==> src/rtl/shreg_pkg.sv <==
package shreg_pkg;

    typedef enum logic [1:0] {
        SEL_HOLD  = 2'b00,
        SEL_LOAD  = 2'b01,
        SEL_RIGHT = 2'b10,
        SEL_LEFT  = 2'b11
    } sel_e;

    typedef struct packed {
        logic load;
        logic right;
        logic left;
    } req_t;

    // Fixed priority: capture, then toward-LSB, then toward-MSB.
    function automatic sel_e pick_sel(input req_t r);
        sel_e s;
        if (r.load)       s = SEL_LOAD;
        else if (r.right) s = SEL_RIGHT;
        else if (r.left)  s = SEL_LEFT;
        else              s = SEL_HOLD;
        return s;
    endfunction

endpackage

==> src/rtl/shreg_sel_enc.sv <==
module shreg_sel_enc
    import shreg_pkg::*;
(
    input  req_t req,
    output sel_e sel
);

    always_comb begin
        sel = pick_sel(req);
    end

endmodule

==> src/rtl/shreg_cell.sv <==
module shreg_cell
    import shreg_pkg::*;
(
    input  logic clk,
    input  logic rst,
    input  sel_e sel,
    input  logic par_bit,
    input  logic from_upper,
    input  logic from_lower,
    output logic q_bit
);

    logic d_bit;

    always_comb begin
        case (sel)
            SEL_LOAD:  d_bit = par_bit;
            SEL_RIGHT: d_bit = from_upper;
            SEL_LEFT:  d_bit = from_lower;
            default:   d_bit = q_bit;
        endcase
    end

    always_ff @(posedge clk) begin
        if (rst) q_bit <= 1'b0;
        else     q_bit <= d_bit;
    end

endmodule

==> src/rtl/shreg_prio_bidir.sv <==
module shreg_prio_bidir
    import shreg_pkg::*;
#(
    parameter int WIDTH = 4
) (
    input  logic             clk,
    input  logic             rst,
    input  logic [WIDTH-1:0] par_in,
    input  logic             req_load,
    input  logic             req_right,
    input  logic             req_left,
    input  logic             fill_top,
    input  logic             fill_bottom,
    output logic [WIDTH-1:0] q_out
);

    localparam int MSB = WIDTH - 1;

    req_t req;
    sel_e sel;
    logic [WIDTH-1:0] q_bits;

    assign req = '{load: req_load, right: req_right, left: req_left};

    shreg_sel_enc u_enc (
        .req (req),
        .sel (sel)
    );

    for (genvar i = 0; i < WIDTH; i++) begin : g_cell
        logic up_src;
        logic lo_src;
        if (i == MSB) begin : g_top
            assign up_src = fill_top;
        end else begin : g_mid_up
            assign up_src = q_bits[i+1];
        end
        if (i == 0) begin : g_bot
            assign lo_src = fill_bottom;
        end else begin : g_mid_lo
            assign lo_src = q_bits[i-1];
        end
        shreg_cell u_cell (
            .clk        (clk),
            .rst        (rst),
            .sel        (sel),
            .par_bit    (par_in[i]),
            .from_upper (up_src),
            .from_lower (lo_src),
            .q_bit      (q_bits[i])
        );
    end

    assign q_out = q_bits;

endmodule

==> config.mk <==
export PLATFORM = sky130hd
export DESIGN_NAME = shreg_prio_bidir
export DESIGN_NICKNAME = d
export VERILOG_FILES = /design/src/rtl/shreg_pkg.sv /design/src/rtl/shreg_sel_enc.sv /design/src/rtl/shreg_cell.sv /design/src/rtl/shreg_prio_bidir.sv
export SDC_FILE = /design/constraint.sdc
export NUM_CORES = 1
export LEC_CHECK = 0
export BUFFER_PORTS_ARGS = -buffer_cell sky130_fd_sc_hd__buf_4
export CORE_AREA = 2 2 39 41
export CTS_CLUSTER_DIAMETER = 60
export CTS_CLUSTER_SIZE = 30
export DETAILED_ROUTE_END_ITERATION = 6
export DIE_AREA = 0 0 41 43
export PLACE_DENSITY_LB_ADDON = 0.12
export SLEW_MARGIN = 30
export SYNTH_ARGS = -nofsm -noshare
export SYNTH_HDL_FRONTEND = slang
export SYNTH_SLANG_ARGS = --single-unit
==> constraint.sdc <==
create_clock -name clk -period 1.35 [get_ports clk]
set_clock_uncertainty 0.1 [all_clocks]
set_input_delay 0.0675 -clock clk [delete_from_list [all_inputs] [get_ports clk]]
set_output_delay 0.0675 -clock clk [all_outputs]
set_load 0.05 [all_outputs]
Word-level counts from Yosys, hierarchy flattened
Index checks and enable logic that the tools add are counted.
Storage, ports and cells
  register bits: 4
  latch bits: 0
  memory bits (writable): 0
  memory bits (read-only): 0
  bits of input ports: 11
  output and inout port bits: 4
  word-level logic and storage cells: 15
  memories: 0
Cells by class
  add/subtract/negate cells: 0
  multiply operators: 0
  div/mod/pow operators: 0
  $lt $le $gt $ge: 0
  eq/ne operators: 3
  shift-type cells: 0
  multiplexer cells: 7
  bitwise logic cells: 0
  reductions and logical operators: 1
Operators with widths (number)
  case mux 1 bit (3 select lines): 4
  two-way mux 2 bit: 3
  == test 2 bit, second input constant: 2
  nonzero test 3 bit: 1
  == test 2 x 1 -> 1 bit, second input constant: 1

Logic depth before layout (Yosys ltp)
Gate-level depths: netlist of run 1.
  depth in word-level cells: 5
  depth in mapped cells: 3
  gate-level depth less buffers: 3

Cells and area by module
From an unflattened synthesis of run 1, not the netlist that was laid out.
Second synthesis, totals
  cells, all modules: 20
  area, all modules: 274.0 µm²
By module, submodules not included
  shreg_cell: instances 4, cells an instance 3, area each 56.3 µm², sequential area each 20.0 µm²
  shreg_prio_bidir: instances 1, cells an instance 4, area each 30.0 µm², sequential area each 0.0 µm²
  shreg_sel_enc: instances 1, cells an instance 4, area each 18.8 µm², sequential area each 0.0 µm²

Worst setup path before layout of run 1
No wires, ideal clock.
  kind: register -> register
  start point: reg g_cell[1].u_cell.q_bit
  end point: reg g_cell[2].u_cell.q_bit
  setup time: 0.117 ns
  data arrival time: 0.848 ns
  data required time: 1.133 ns
  setup slack: 0.285 ns
  stages on the path, launching flop included: 4
  buffers on the path: 0
  period minus slack after synthesis: 1.065 ns
  cells stage by stage: dfxtp_1 or3b_1 a21oi_1 nor3_1
On the way
  longest elaborated chain between the ends: 1
RTL lines
  start: declaration: line shreg_cell.sv:10  | output logic q_bit
  start signal: assignment: line shreg_cell.sv:26  | else q_bit <= d_bit;
  case mux 1 bit (3 select lines): line shreg_cell.sv:16  | case (sel)
  end signal: assignment: line shreg_cell.sv:26
  end: declaration: line shreg_cell.sv:10
Every way passes these cells.
A chain may end at the register's enable or synchronous reset.

Final worst setup path of run 1
  start point: reg g_cell[2].u_cell.q_bit
  end point: reg g_cell[3].u_cell.q_bit
On the way
  longest elaborated chain between the ends: 1
RTL lines (line)
  case mux 1 bit (3 select lines): shreg_cell.sv:16
  end signal: assignment: shreg_cell.sv:26
  end: declaration: shreg_cell.sv:10
Every way passes these cells.

==> run summary, run 1 <==
The run finished with clean final reports. Of the total power, the clock network draws 36.2%. The number of rows created at floorplan is 14.

The width of the die came out at 41 um. The timing-limited maximum frequency is 877 MHz. The total negative slack for setup checks is 0 ns. The instance area at placement is 349 um^2. TritonCTS created 3 clock buffers. The routed via count is 263. By area the synthesized netlist is led by sky130_fd_sc_hd__dfxtp_1, sky130_fd_sc_hd__or3b_1, sky130_fd_sc_hd__buf_4. The synthesis-stage register bit count came out at 4. The part of the Yosys area used for sequential elements is 31.5%.

The filler cells instantiated in the layout total 155. The largest net degree at the start of global routing came out at 10. The average instance area after synthesis came out at 8.47 um^2. For this design, the sink count on the clock tree is 4. For this run, the detailed router's first-pass iteration total came to 1. Traced cell by cell, the critical path runs through or3b_1 > a21oi_1 > nor3_1. The worst setup path is launched from a flip-flop. The post-detailed-routing wire length is 639 um. The floorplan step defined a die boundary enclosing 1760 um^2. The number of global-route vias before repair came out at 252. Of the available clock period, the critical path in the final layout requires 84.5%. Sequential cells account for 34.6% of the total power. Of the cells placed in the final design, the portion with a size suffix greater than 1 is 40.9%.

The transition time of the tightest slew-check pin is 0.156 ns. At the later pin of the worst-skew pair, clock insertion delay measures 0.23 ns. The setup slack of the most critical reg-to-reg path is 0.21 ns. Setup repair after global routing left no endpoint under its margin. The switching share of power is 29.1%.

For this design the ratio of total power to cell area is 1040 nW/um^2. The number of diodes added for antenna fixing came out at 0. The switching component of the power came out at 115 uW. For this run, the slowest stage of the critical path takes 0.37 ns. The data required time of the critical path came out at 1.37 ns. Subtracting the final worst setup slack from the clock period gives 1.14 ns. The number of failing hold endpoints at the final stage is 0. The master cell of the clock root buffer is sky130_fd_sc_hd__clkbuf_4. TritonCTS built the clock tree.

The net count after synthesis came out at 41. The number of antenna violations at the first check in global routing came out at 0. For this run the aggregate overflow at the end of global routing stands at 0. The endpoint identified for the worst register-to-register timing path is g_cell[3].u_cell.q_bit$_SDFFE_PP0P_. The buffer levels on the longest clock path came out at 2. The leakage dissipation is 0.000173 uW.

The clock edge transition at the registers on the reported setup and hold paths came out at 0.04 ns. The number of antenna-violating nets in the routed design is 0. The number of levels the H-tree was split into is 1. The biggest area consumer among synthesized cells is sky130_fd_sc_hd__dfxtp_1.

The signal arrival time at the worst endpoint is 1.16 ns. The area added between synthesis and finish is 50.2%. In the routed layout, each cell is associated on average with a via count of 4.38. The first-pass GRT wire length came out at 1040 um. Once the clock tree was built, the resizer swapped 0 gates to a different size.

The count of synthesis-stage warnings from yosys is 0. The average wire per standard cell came out at 10.7 um. The number of setup buffers added after CTS is 0. Internal power comes to 281 uW.

The largest fanout of any net on the critical path is 4. The depth of the worst hold-timing path is 3. Across the run, the number of max-cap violations was 0. Registers take 80.1 um^2. The slowest stage of the critical path belongs to the cell sky130_fd_sc_hd__or3b_1. The count of nets after finishing is 57. More flip-flops sit in one register than any other, and that register is g_cell.u_cell.q_bit. The starting density of the core is 18.4%. The total routing resource utilization after global routing is 8.84%.

The area of all placed cells without fillers came out at 382 um^2. The number of different library cells used by synthesis comes to 10. The number of pins with negative max-slew slack in the final report is 0.

The origin of the worst min-delay path is par_in[1]. The number of instances in the synthesized netlist came out at 30. The depth of the most critical reg-to-reg path came out at 3. The worst relative slew slack is 89.6%. The count of final setup violators came out at 0. Together, buffers and inverters on the worst path number 0.

For this run, design rule violations remaining after detail routing come to 0. The combined area of all synthesized cells is 254 um^2. The multi-input combinational cells in the finished layout cover a total of 140 um^2.

The largest registers in the layout are g_cell.u_cell.q_bit: 4 flops. The worst ir drop on vdd is 0.328 mV. The kind of critical path is flip-flop to flip-flop. The combinational cell fraction of total power is 29.1%. In this run the critical register-to-register path is launched from g_cell[2].u_cell.q_bit$_SDFFE_PP0P_. On the critical path the largest part of the delay comes from simple AND/OR/NAND/NOR gates. The top-level I/O count came out at 15. The total half-perimeter wirelength after legalization and detailed placement is 538 um. The portion of synthesized cell area occupied by the leading cell type is 31.5%. For hold timing, the worst endpoint is g_cell[1].u_cell.q_bit$_SDFFE_PP0P_.

After the first detailed-routing iteration, the DRC count stood at 0. The number of buffers added to fix hold violations after cts is 1. The height of the die came out at 43 um. The min-delay analysis places its worst path in the category primary input to flip-flop.

Routability-driven placement finished with a final weighted congestion of 0.660. Input and output buffers added on the ports amount to 14. The flip-flop count of the largest register, all copies and words added is 4. The worst setup path is captured at a flip-flop. The total area inside the core boundary comes to 1380 um^2.
worst min-delay path, delay by kind of cell:
kind / cells / cell delay (ns)
AO/OA/AOI/OAI: 1 / 0.07
AND/OR/NAND/NOR: 1 / 0.12
buffers and inverters: 1 / 0.08
cell usage after synthesis, drive strengths merged:
cell type / instances
a21oi: 4
buf: 4
dfxtp: 4
inv: 1
nand2b: 1
nor3: 4
o22ai: 4
or2b: 3
or3: 1
or3b: 4
routing by layer:
metal / global-route usage [%] / share of wire, % / vias to the layer above
li1: - / - / 141
met1: 10.9 / 44 / 115
met2: 11.9 / 46 / 7
met3: 2.09 / 9.1 / 0
met4: 8.00 / 0 / 0
met5: 0 / 0 / -
power groups by stage:
stage	logic [uW]	clock network, uW	registers [uW]
after floorplan	80.0	0	136
after global placement	115	0	139
after detailed placement	115	0	139
after CTS	117	150	137
after global routing	124	157	139
final	116	144	137
layout make-up:
type | count | area share (%)
Multi-Input combinational cell | 21 | 36.7
Timing Repair Buffer | 15 | 30.2
Sequential cell | 4 | 21.0
Clock buffer | 3 | 5.90
Tap cell | 16 | 5.25
Inverter | 1 | 0.984
cell families after synthesis:
group           Yosys count  synth area share [%]
flops                     4                  31.5
simple gates             13                  37.4
buf+inv                   5                  13.3
compound gates            8                  17.7
worst max-delay path by stage:
stage	from	endpoint	cells past startpoint
floorplan	g_cell[1].u_cell.q_bit$_SDFFE_PP0P_	g_cell[2].u_cell.q_bit$_SDFFE_PP0P_	3
global placement	g_cell[2].u_cell.q_bit$_SDFFE_PP0P_	g_cell[3].u_cell.q_bit$_SDFFE_PP0P_	3
detailed placement	g_cell[2].u_cell.q_bit$_SDFFE_PP0P_	g_cell[3].u_cell.q_bit$_SDFFE_PP0P_	3
CTS	g_cell[2].u_cell.q_bit$_SDFFE_PP0P_	g_cell[3].u_cell.q_bit$_SDFFE_PP0P_	3
global route	g_cell[2].u_cell.q_bit$_SDFFE_PP0P_	g_cell[3].u_cell.q_bit$_SDFFE_PP0P_	3
finish	g_cell[2].u_cell.q_bit$_SDFFE_PP0P_	g_cell[3].u_cell.q_bit$_SDFFE_PP0P_	3
stage by stage:
| stage | utilization (%) | setup slack (ns) | power (uW) | instances | hold WS (ns) |
|---|---|---|---|---|---|
| after floorplan | - | 0.285 | 216 | 30 | 0.0468 |
| after global placement | 25.2 | 0.193 | 254 | 56 | 0.178 |
| after detailed placement | 25.2 | 0.205 | 254 | 56 | 0.178 |
| after CTS | 27.6 | 0.200 | 404 | 60 | 0.0611 |
| after global routing | 27.6 | 0.145 | 421 | 60 | 0.0678 |
| final | 27.6 | 0.210 | 396 | 60 | 0.0598 |
cell usage in the layout, fill, tap and decap left out:
cell                             n
sky130_fd_sc_hd__a21oi_1         4
sky130_fd_sc_hd__buf_4          14
sky130_fd_sc_hd__clkbuf_4        3
sky130_fd_sc_hd__dfxtp_1         4
sky130_fd_sc_hd__dlygate4sd3_1   1
sky130_fd_sc_hd__inv_1           1
sky130_fd_sc_hd__nand2b_1        1
sky130_fd_sc_hd__nor3_1          4
sky130_fd_sc_hd__o22ai_1         4
sky130_fd_sc_hd__or2b_1          3
sky130_fd_sc_hd__or3_4           1
sky130_fd_sc_hd__or3b_1          4
No activity file was read; power rests on OpenSTA's default activity.
==> run 2, diff against run 1 <==
==> constraint.sdc (replaced) <==
create_clock -name clk -period 1.15 [get_ports clk]
set_clock_uncertainty 0.1 [all_clocks]
set_input_delay 0.0575 -clock clk [delete_from_list [all_inputs] [get_ports clk]]
set_output_delay 0.0575 -clock clk [all_outputs]
set_load 0.05 [all_outputs]
==> run summary, run 2 (synthesis results as in run 1) <==
The critical path endpoint category is a flip-flop. The area enclosed by the die boundary is 1760 um^2 (unchanged). Setup repair after global routing left no endpoint under its margin. The starting DRC count in detailed routing came out at 4 (+4).

The number of diodes added for antenna fixing is 0 (unchanged). The total power draw is 473 uW (+19%). Walking the worst path, the cells encountered are or3b_1 > a21oi_1 > nor3_1. The path class of the tightest hold or removal check is primary input to flip-flop. The share of post-route cells with drive strength above 1 is 45.7% (+4.7 points). The flip-flop count of the largest register, all copies and words added was 4 (unchanged).

The data required time of the critical path was 1.16 ns (-0.21 ns). The count of nets after finishing came to 59 (+3.5%). The tree is rooted in a sky130_fd_sc_hd__clkbuf_4. The leakage dissipation came out at 0.000183 uW (+6.0%). The CTS tree is yes. The maximum single-stage delay on the critical path is 0.36 ns (about the same). The number of pins with negative max-slew slack in the final report was 0 (unchanged).

The total CTS buffers came to 3 (unchanged). The count of final setup violators came to 0 (unchanged). The number of global-route vias before repair is 256 (+1.6%). The area of all placed cells without fillers is 400 um^2 (+4.9%). The starting density of the core came out at 18.4% (unchanged). The area added between synthesis and finish is 57.6%. The number of rows created at floorplan came out at 14 (unchanged). The global-route congestion overflow total is 0 (unchanged). The number of antenna violations at the first check in global routing is 0 (unchanged). The worst relative slew slack came to 90.4% (+0.82 points). The area of the core region is 1380 um^2 (unchanged).

Leaving out fill and tap cells, the most frequent cells in the layout are sky130_fd_sc_hd__buf_4, sky130_fd_sc_hd__or3b_1, sky130_fd_sc_hd__o22ai_1, sky130_fd_sc_hd__nor3_1, sky130_fd_sc_hd__dfxtp_1. The post-route non-filler standard cell count is 62 (+3.3%). The flow ran to the end, and the final reports show no timing, DRC or antenna violations. The total routing resource utilization after global routing was 9.03% (+0.19 points). The insertion delay to the later sink of the worst-skew pair is 0.23 ns (about the same). The timing-limited maximum frequency is 916 MHz (+4.4%). The instance area at placement came out at 364 um^2 (+4.3%). The total negative slack for setup checks is 0 ns (unchanged). The number of max-capacitance violations reported is 0 (unchanged). The number of placed instances, taps included came out at 58 (+3.6%). The buffer levels on the longest clock path is 2 (unchanged). The first-pass GRT wire length came out at 1010 um (-3.3%).

The last weighted congestion value of the routability-driven placer came out at 0.758 (+15%). The largest net degree at the start of global routing came to 10 (unchanged). The number of failing hold endpoints at the final stage was 0 (unchanged).

The period utilization is 94.9% (+10 points). The count of clock tree sinks is 4 (unchanged). In the final layout, the registers with the most flip-flops are g_cell.u_cell.q_bit: 4 flops.

The slowest stage of the critical path belongs to the cell sky130_fd_sc_hd__or3b_1. The register with the most flip-flops in the final layout is g_cell.u_cell.q_bit. The transition time of the tightest slew-check pin is 0.143 ns (-0.0122 ns). The number of levels the H-tree was split into came out at 1 (unchanged).

The critical path is of the flip-flop to flip-flop type. The width of the die is 41 um (unchanged). The number of antenna-violating nets in the routed design came out at 0 (unchanged). The worst ir drop on vdd is 0.412 mV (+26%).

The top-level I/O count is 15 (unchanged). The average wire per standard cell is 10.5 um (-1.6%). The port buffer count is 14 (unchanged). The post-detailed-routing wire length came out at 650 um (+1.7%). The number of DRC violations after detailed routing came out at 0 (unchanged).

STA classifies the critical path startpoint as a flip-flop. The layout filler cell count is 150 (-3.2%). The utilization of the core after routing came to 28.9% (+1.4 points).

The height of the die is 43 um (unchanged). The total half-perimeter wirelength after legalization and detailed placement came out at 537 um (-0.19%). The first-pass iteration count of the detailed router is 2 (+1). The signal arrival time at the worst endpoint came out at 1.11 ns (-0.05 ns). The most common library cell in the layout ignoring fill and taps is sky130_fd_sc_hd__buf_4.

The routed via count is 255 (-3.0%). The clock edge transition at the registers on the reported setup and hold paths came to 0.03 ns (about the same). The number of vias per cell came to 4.11 (-6.2%). The final critical-path required period is 1.09 ns (-0.0485 ns). The power per standard cell area came out at 1180 nW/um^2 (+14%).

The largest fanout of any net on the critical path was 3 (-1).
## run 2: cell count changes in the layout (fill, tap and decap cells not counted), sizes merged
cell,delta
buf,+2
## run 2: path summary, 6_finish.rpt
check | endpoint | startpoint | depth (start not counted) | slack (ns)
worst max-delay path | g_cell[1].u_cell.q_bit$_SDFFE_PP0P_ | g_cell[0].u_cell.q_bit$_SDFFE_PP0P_ | 3 | 0.06
worst min-delay path | g_cell[0].u_cell.q_bit$_SDFFE_PP0P_ | par_in[0] | 3 | 0.04
worst max register to register | g_cell[1].u_cell.q_bit$_SDFFE_PP0P_ | g_cell[0].u_cell.q_bit$_SDFFE_PP0P_ | 3 | 0.06
worst min register to register | g_cell[0].u_cell.q_bit$_SDFFE_PP0P_ | g_cell[0].u_cell.q_bit$_SDFFE_PP0P_ | 2 | 0.43
## run 2: cell type report
cell class | instances | area (um^2) | area share (%)
clock buffers | 3 | 22.5 | 5.62
inverters | 1 | 3.75 | 0.938
multi-input cells | 21 | 144 | 35.9
flip-flops and latches | 4 | 80.1 | 20.0
well taps | 16 | 20.0 | 5.00
repair buffers | 17 | 130 | 32.5
## run 2: stage by stage
stage	worst slack, ns	hold WS, ns
2_1_floorplan	0.0851	0.0368
3_3_place_gp	0.0406	0.162
3_5_place_dp	0.0550	0.167
4_1_cts	0.0539	0.0479
5_1_grt	0.00705	0.0584
6_report	0.0582	0.0446
## run 2: report_power, final
part	switching [uW]	internal, uW
combinational	79.8	69.7
clock	49.1	116
sequential	6.55	151
## run 2: worst max-delay path: cells and delay by family, from the launching register on
family           cells  cell delay, ns
AND/OR/NAND/NOR      2            0.42
flip-flops           1            0.31
AO/OA/AOI/OAI        1            0.14
## run 2: routing by layer
layer  global-route usage, %  vias up  share of wire [%]
met3                    2.09        0                8.3
met5                       0        -                  0
met1                    9.94      109                 40
li1                        -      139                  -
met4                    10.0        0                  0
met2                    12.5        7                 52
## run 2: repair_timing
| action | 4_1_cts | 5_1_grt |
|---|---|---|
| hold endpoints to repair | 4 | 0 |
| setup buffers | 0 | 0 |
| endpoints found under the setup margin | 0 | 1 |
| hold buffers | 1 | 0 |
| resized for setup | 0 | 1 |
==> run 3, diff against run 2 <==
--- a/config.mk
+++ b/config.mk
@@ -6,11 +6,11 @@
 export NUM_CORES = 1
 export LEC_CHECK = 0
 export BUFFER_PORTS_ARGS = -buffer_cell sky130_fd_sc_hd__buf_4
-export CORE_AREA = 2 2 39 41
+export CORE_AREA = 4 4 41 43
 export CTS_CLUSTER_DIAMETER = 60
 export CTS_CLUSTER_SIZE = 30
 export DETAILED_ROUTE_END_ITERATION = 6
-export DIE_AREA = 0 0 41 43
+export DIE_AREA = 0 0 45 47
 export PLACE_DENSITY_LB_ADDON = 0.12
 export SLEW_MARGIN = 30
 export SYNTH_ARGS = -nofsm -noshare
==> run summary, run 3 (synthesis results as in run 1) <==
The flow ran to the end, and the final reports show no timing, DRC or antenna violations. The end of the worst register-to-register path is g_cell[3].u_cell.q_bit$_SDFFE_PP0P_. The number of levels the H-tree was split into is 1 (unchanged). The final critical-path required period is 1.09 ns (+0.00183 ns). The top-level I/O count came to 15 (unchanged). The number of diodes added for antenna fixing came out at 0 (unchanged). The tightest min-delay check is of the primary input to flip-flop type.

The transition time of the tightest slew-check pin is 0.150 ns (+0.00706 ns). The count of clock tree sinks came out at 4 (unchanged). The buffer levels on the longest clock path came to 2 (unchanged). The clock edge transition at the registers on the reported setup and hold paths came to 0.04 ns (about the same).

The master cell of the clock root buffer is sky130_fd_sc_hd__clkbuf_4. The number of global-route vias before repair came to 279 (+9.0%). The width of the die was 45 um (+9.8%).

The total CTS buffers came out at 3 (unchanged). The height of the die came out at 47 um (+9.3%). The critical path is of the flip-flop to flip-flop type. The instance area at placement is 370 um^2 (+1.7%). The global-route congestion overflow total came out at 0 (unchanged).

The area enclosed by the die boundary is 2120 um^2 (+20%). The number of antenna-violating nets in the routed design came to 0 (unchanged). The worst relative slew slack came out at 89.9% (-0.47 points).

The largest fanout of any net on the critical path came to 2 (-1). The share of post-route cells with drive strength above 1 is 46.8% (+1.2 points). The startpoint identified for the worst hold timing path is par_in[0]. The area of the core region came out at 1300 um^2 (-6.0%). The power per standard cell area was 1190 nW/um^2 (+0.61%). The area of all placed cells without fillers is 407 um^2 (+1.6%).

The starting density of the core came to 19.5% (+1.2 points). The setup slack of the most critical reg-to-reg path is 0.06 ns (about the same). The worst ir drop on vdd is 0.474 mV (+15%). The flip-flop count of the largest register, all copies and words added was 4 (unchanged). The period utilization is 95.1% (+0.16 points). The post-detailed-routing wire length came out at 706 um (+8.6%). The number of vias per cell is 4.47 (+8.6%). The total power draw came out at 483 uW (+2.2%). Setup repair after global routing left no endpoint under its margin.

The starting DRC count in detailed routing came out at 1 (-3). The number of rows created at floorplan came to 13 (-1). The launch point of the worst reg-to-reg path is g_cell[2].u_cell.q_bit$_SDFFE_PP0P_.

Leaving out fill and tap cells, the most frequent cells in the layout are sky130_fd_sc_hd__buf_4, sky130_fd_sc_hd__or3b_1, sky130_fd_sc_hd__o22ai_1, sky130_fd_sc_hd__nor3_1, sky130_fd_sc_hd__dfxtp_1. The number of placed instances, taps included is 58 (unchanged). The largest net degree at the start of global routing is 10 (unchanged). The depth of the most critical reg-to-reg path is 3 (unchanged). The last weighted congestion value of the routability-driven placer came out at 0.761 (+0.45%). The insertion delay to the later sink of the worst-skew pair is 0.23 ns (about the same).

STA classifies the critical path startpoint as a flip-flop. The count of final setup violators came out at 0 (unchanged). The layout filler cell count is 164 (+9.3%). Counting flops per register, the top entry is g_cell.u_cell.q_bit. The number of pins with negative max-slew slack in the final report is 0 (unchanged). The area growth from synthesis to layout is 60.1%. The signal arrival time at the worst endpoint is 1.11 ns (about the same). The timing-limited maximum frequency came out at 914 MHz (-0.17%). The post-placement worst setup slack came out at 0.0334 ns (-0.0215 ns).

In the final layout, the registers with the most flip-flops are g_cell.u_cell.q_bit: 4 flops. The total routing resource utilization after global routing is 8.38% (-0.65 points). The number of DRC violations after detailed routing came out at 0 (unchanged). The end point of the most critical hold path is g_cell[0].u_cell.q_bit$_SDFFE_PP0P_.

The leakage dissipation came out at 0.000188 uW (+2.8%). The routed via count is 277 (+8.6%). The data required time of the critical path came out at 1.17 ns (about the same). The total negative slack for setup checks came out at 0 ns (unchanged).

The final worst slack is 0.0564 ns (-0.00183 ns). The depth of the worst hold-timing path is 3 (unchanged). The post-route non-filler standard cell count is 62 (unchanged).

The average wire per standard cell came to 11.4 um (+8.6%). STA classifies the critical path endpoint as a flip-flop. The port buffer count is 14 (unchanged).

The first-pass iteration count of the detailed router came out at 2 (unchanged). TritonCTS built the clock tree. The first-pass GRT wire length is 1240 um (+23%). The number of antenna violations at the first check in global routing came out at 0 (unchanged). The count of nets after finishing is 60 (+1.7%).

The number of max-capacitance violations reported is 0 (unchanged). The library cell used most frequently in the layout, excluding fill and tap cells, is sky130_fd_sc_hd__buf_4. The number of failing hold endpoints at the final stage is 0 (unchanged).
## run 3: stage by stage
| step | util, % | hold WS [ns] |
|---|---|---|
| 6_report | 31.3 | 0.0329 |
| 3_3_place_gp | 28.5 | 0.161 |
| 2_1_floorplan | - | 0.0368 |
| 5_1_grt | 31.3 | 0.0515 |
| 3_5_place_dp | 28.5 | 0.163 |
| 4_1_cts | 31.0 | 0.0302 |
## run 3: worst max-delay path by stage
stage                                                   start                             endpoint  depth (start not counted)
after floorplan           g_cell[1].u_cell.q_bit$_SDFFE_PP0P_  g_cell[2].u_cell.q_bit$_SDFFE_PP0P_                          3
after global placement    g_cell[2].u_cell.q_bit$_SDFFE_PP0P_  g_cell[3].u_cell.q_bit$_SDFFE_PP0P_                          3
after detailed placement  g_cell[2].u_cell.q_bit$_SDFFE_PP0P_  g_cell[3].u_cell.q_bit$_SDFFE_PP0P_                          3
after CTS                 g_cell[2].u_cell.q_bit$_SDFFE_PP0P_  g_cell[3].u_cell.q_bit$_SDFFE_PP0P_                          3
after global routing      g_cell[0].u_cell.q_bit$_SDFFE_PP0P_  g_cell[1].u_cell.q_bit$_SDFFE_PP0P_                          3
final                     g_cell[2].u_cell.q_bit$_SDFFE_PP0P_  g_cell[3].u_cell.q_bit$_SDFFE_PP0P_                          3
## run 3: routing by layer
| layer | part of all wire, % | global-route usage [%] | up-vias |
|---|---|---|---|
| li1 | - | - | 143 |
| met1 | 43 | 10.3 | 122 |
| met2 | 49 | 11.9 | 12 |
| met3 | 7.8 | 4.98 | 0 |
| met4 | 0 | 3.51 | 0 |
| met5 | 0 | 0 | - |
## run 3: worst max-delay path, cell delays in order (launching register included)
cell,delay [ns]
sky130_fd_sc_hd__dfxtp_1,0.30
sky130_fd_sc_hd__or3b_1,0.39
sky130_fd_sc_hd__a21oi_2,0.13
sky130_fd_sc_hd__nor3_1,0.06
## run 3: power breakdown
part	switching (uW)	internal (uW)	leakage (uW)
Sequential	5.93	151	0.0000334
Combinational	81.0	72.9	0.000141
Clock	55.2	117	0.0000138
Total	142	341	0.000188
## run 3: layout make-up
class / instances / area [um^2] / share of cell area, %
repair buffers: 18 / 138 / 33.8
well taps: 15 / 18.8 / 4.62
inverters: 1 / 3.75 / 0.923
flip-flops and latches: 4 / 80.1 / 19.7
multi-input cells: 21 / 144 / 35.4
clock buffers: 3 / 22.5 / 5.54
## run 3: repair_timing
action / CTS / global route
buffers inserted: 0 / 0
hold buffers: 1 / 0
endpoints found under the setup margin: 0 / 1
hold endpoints to repair: 4 / 0
gates resized for setup: 0 / 1
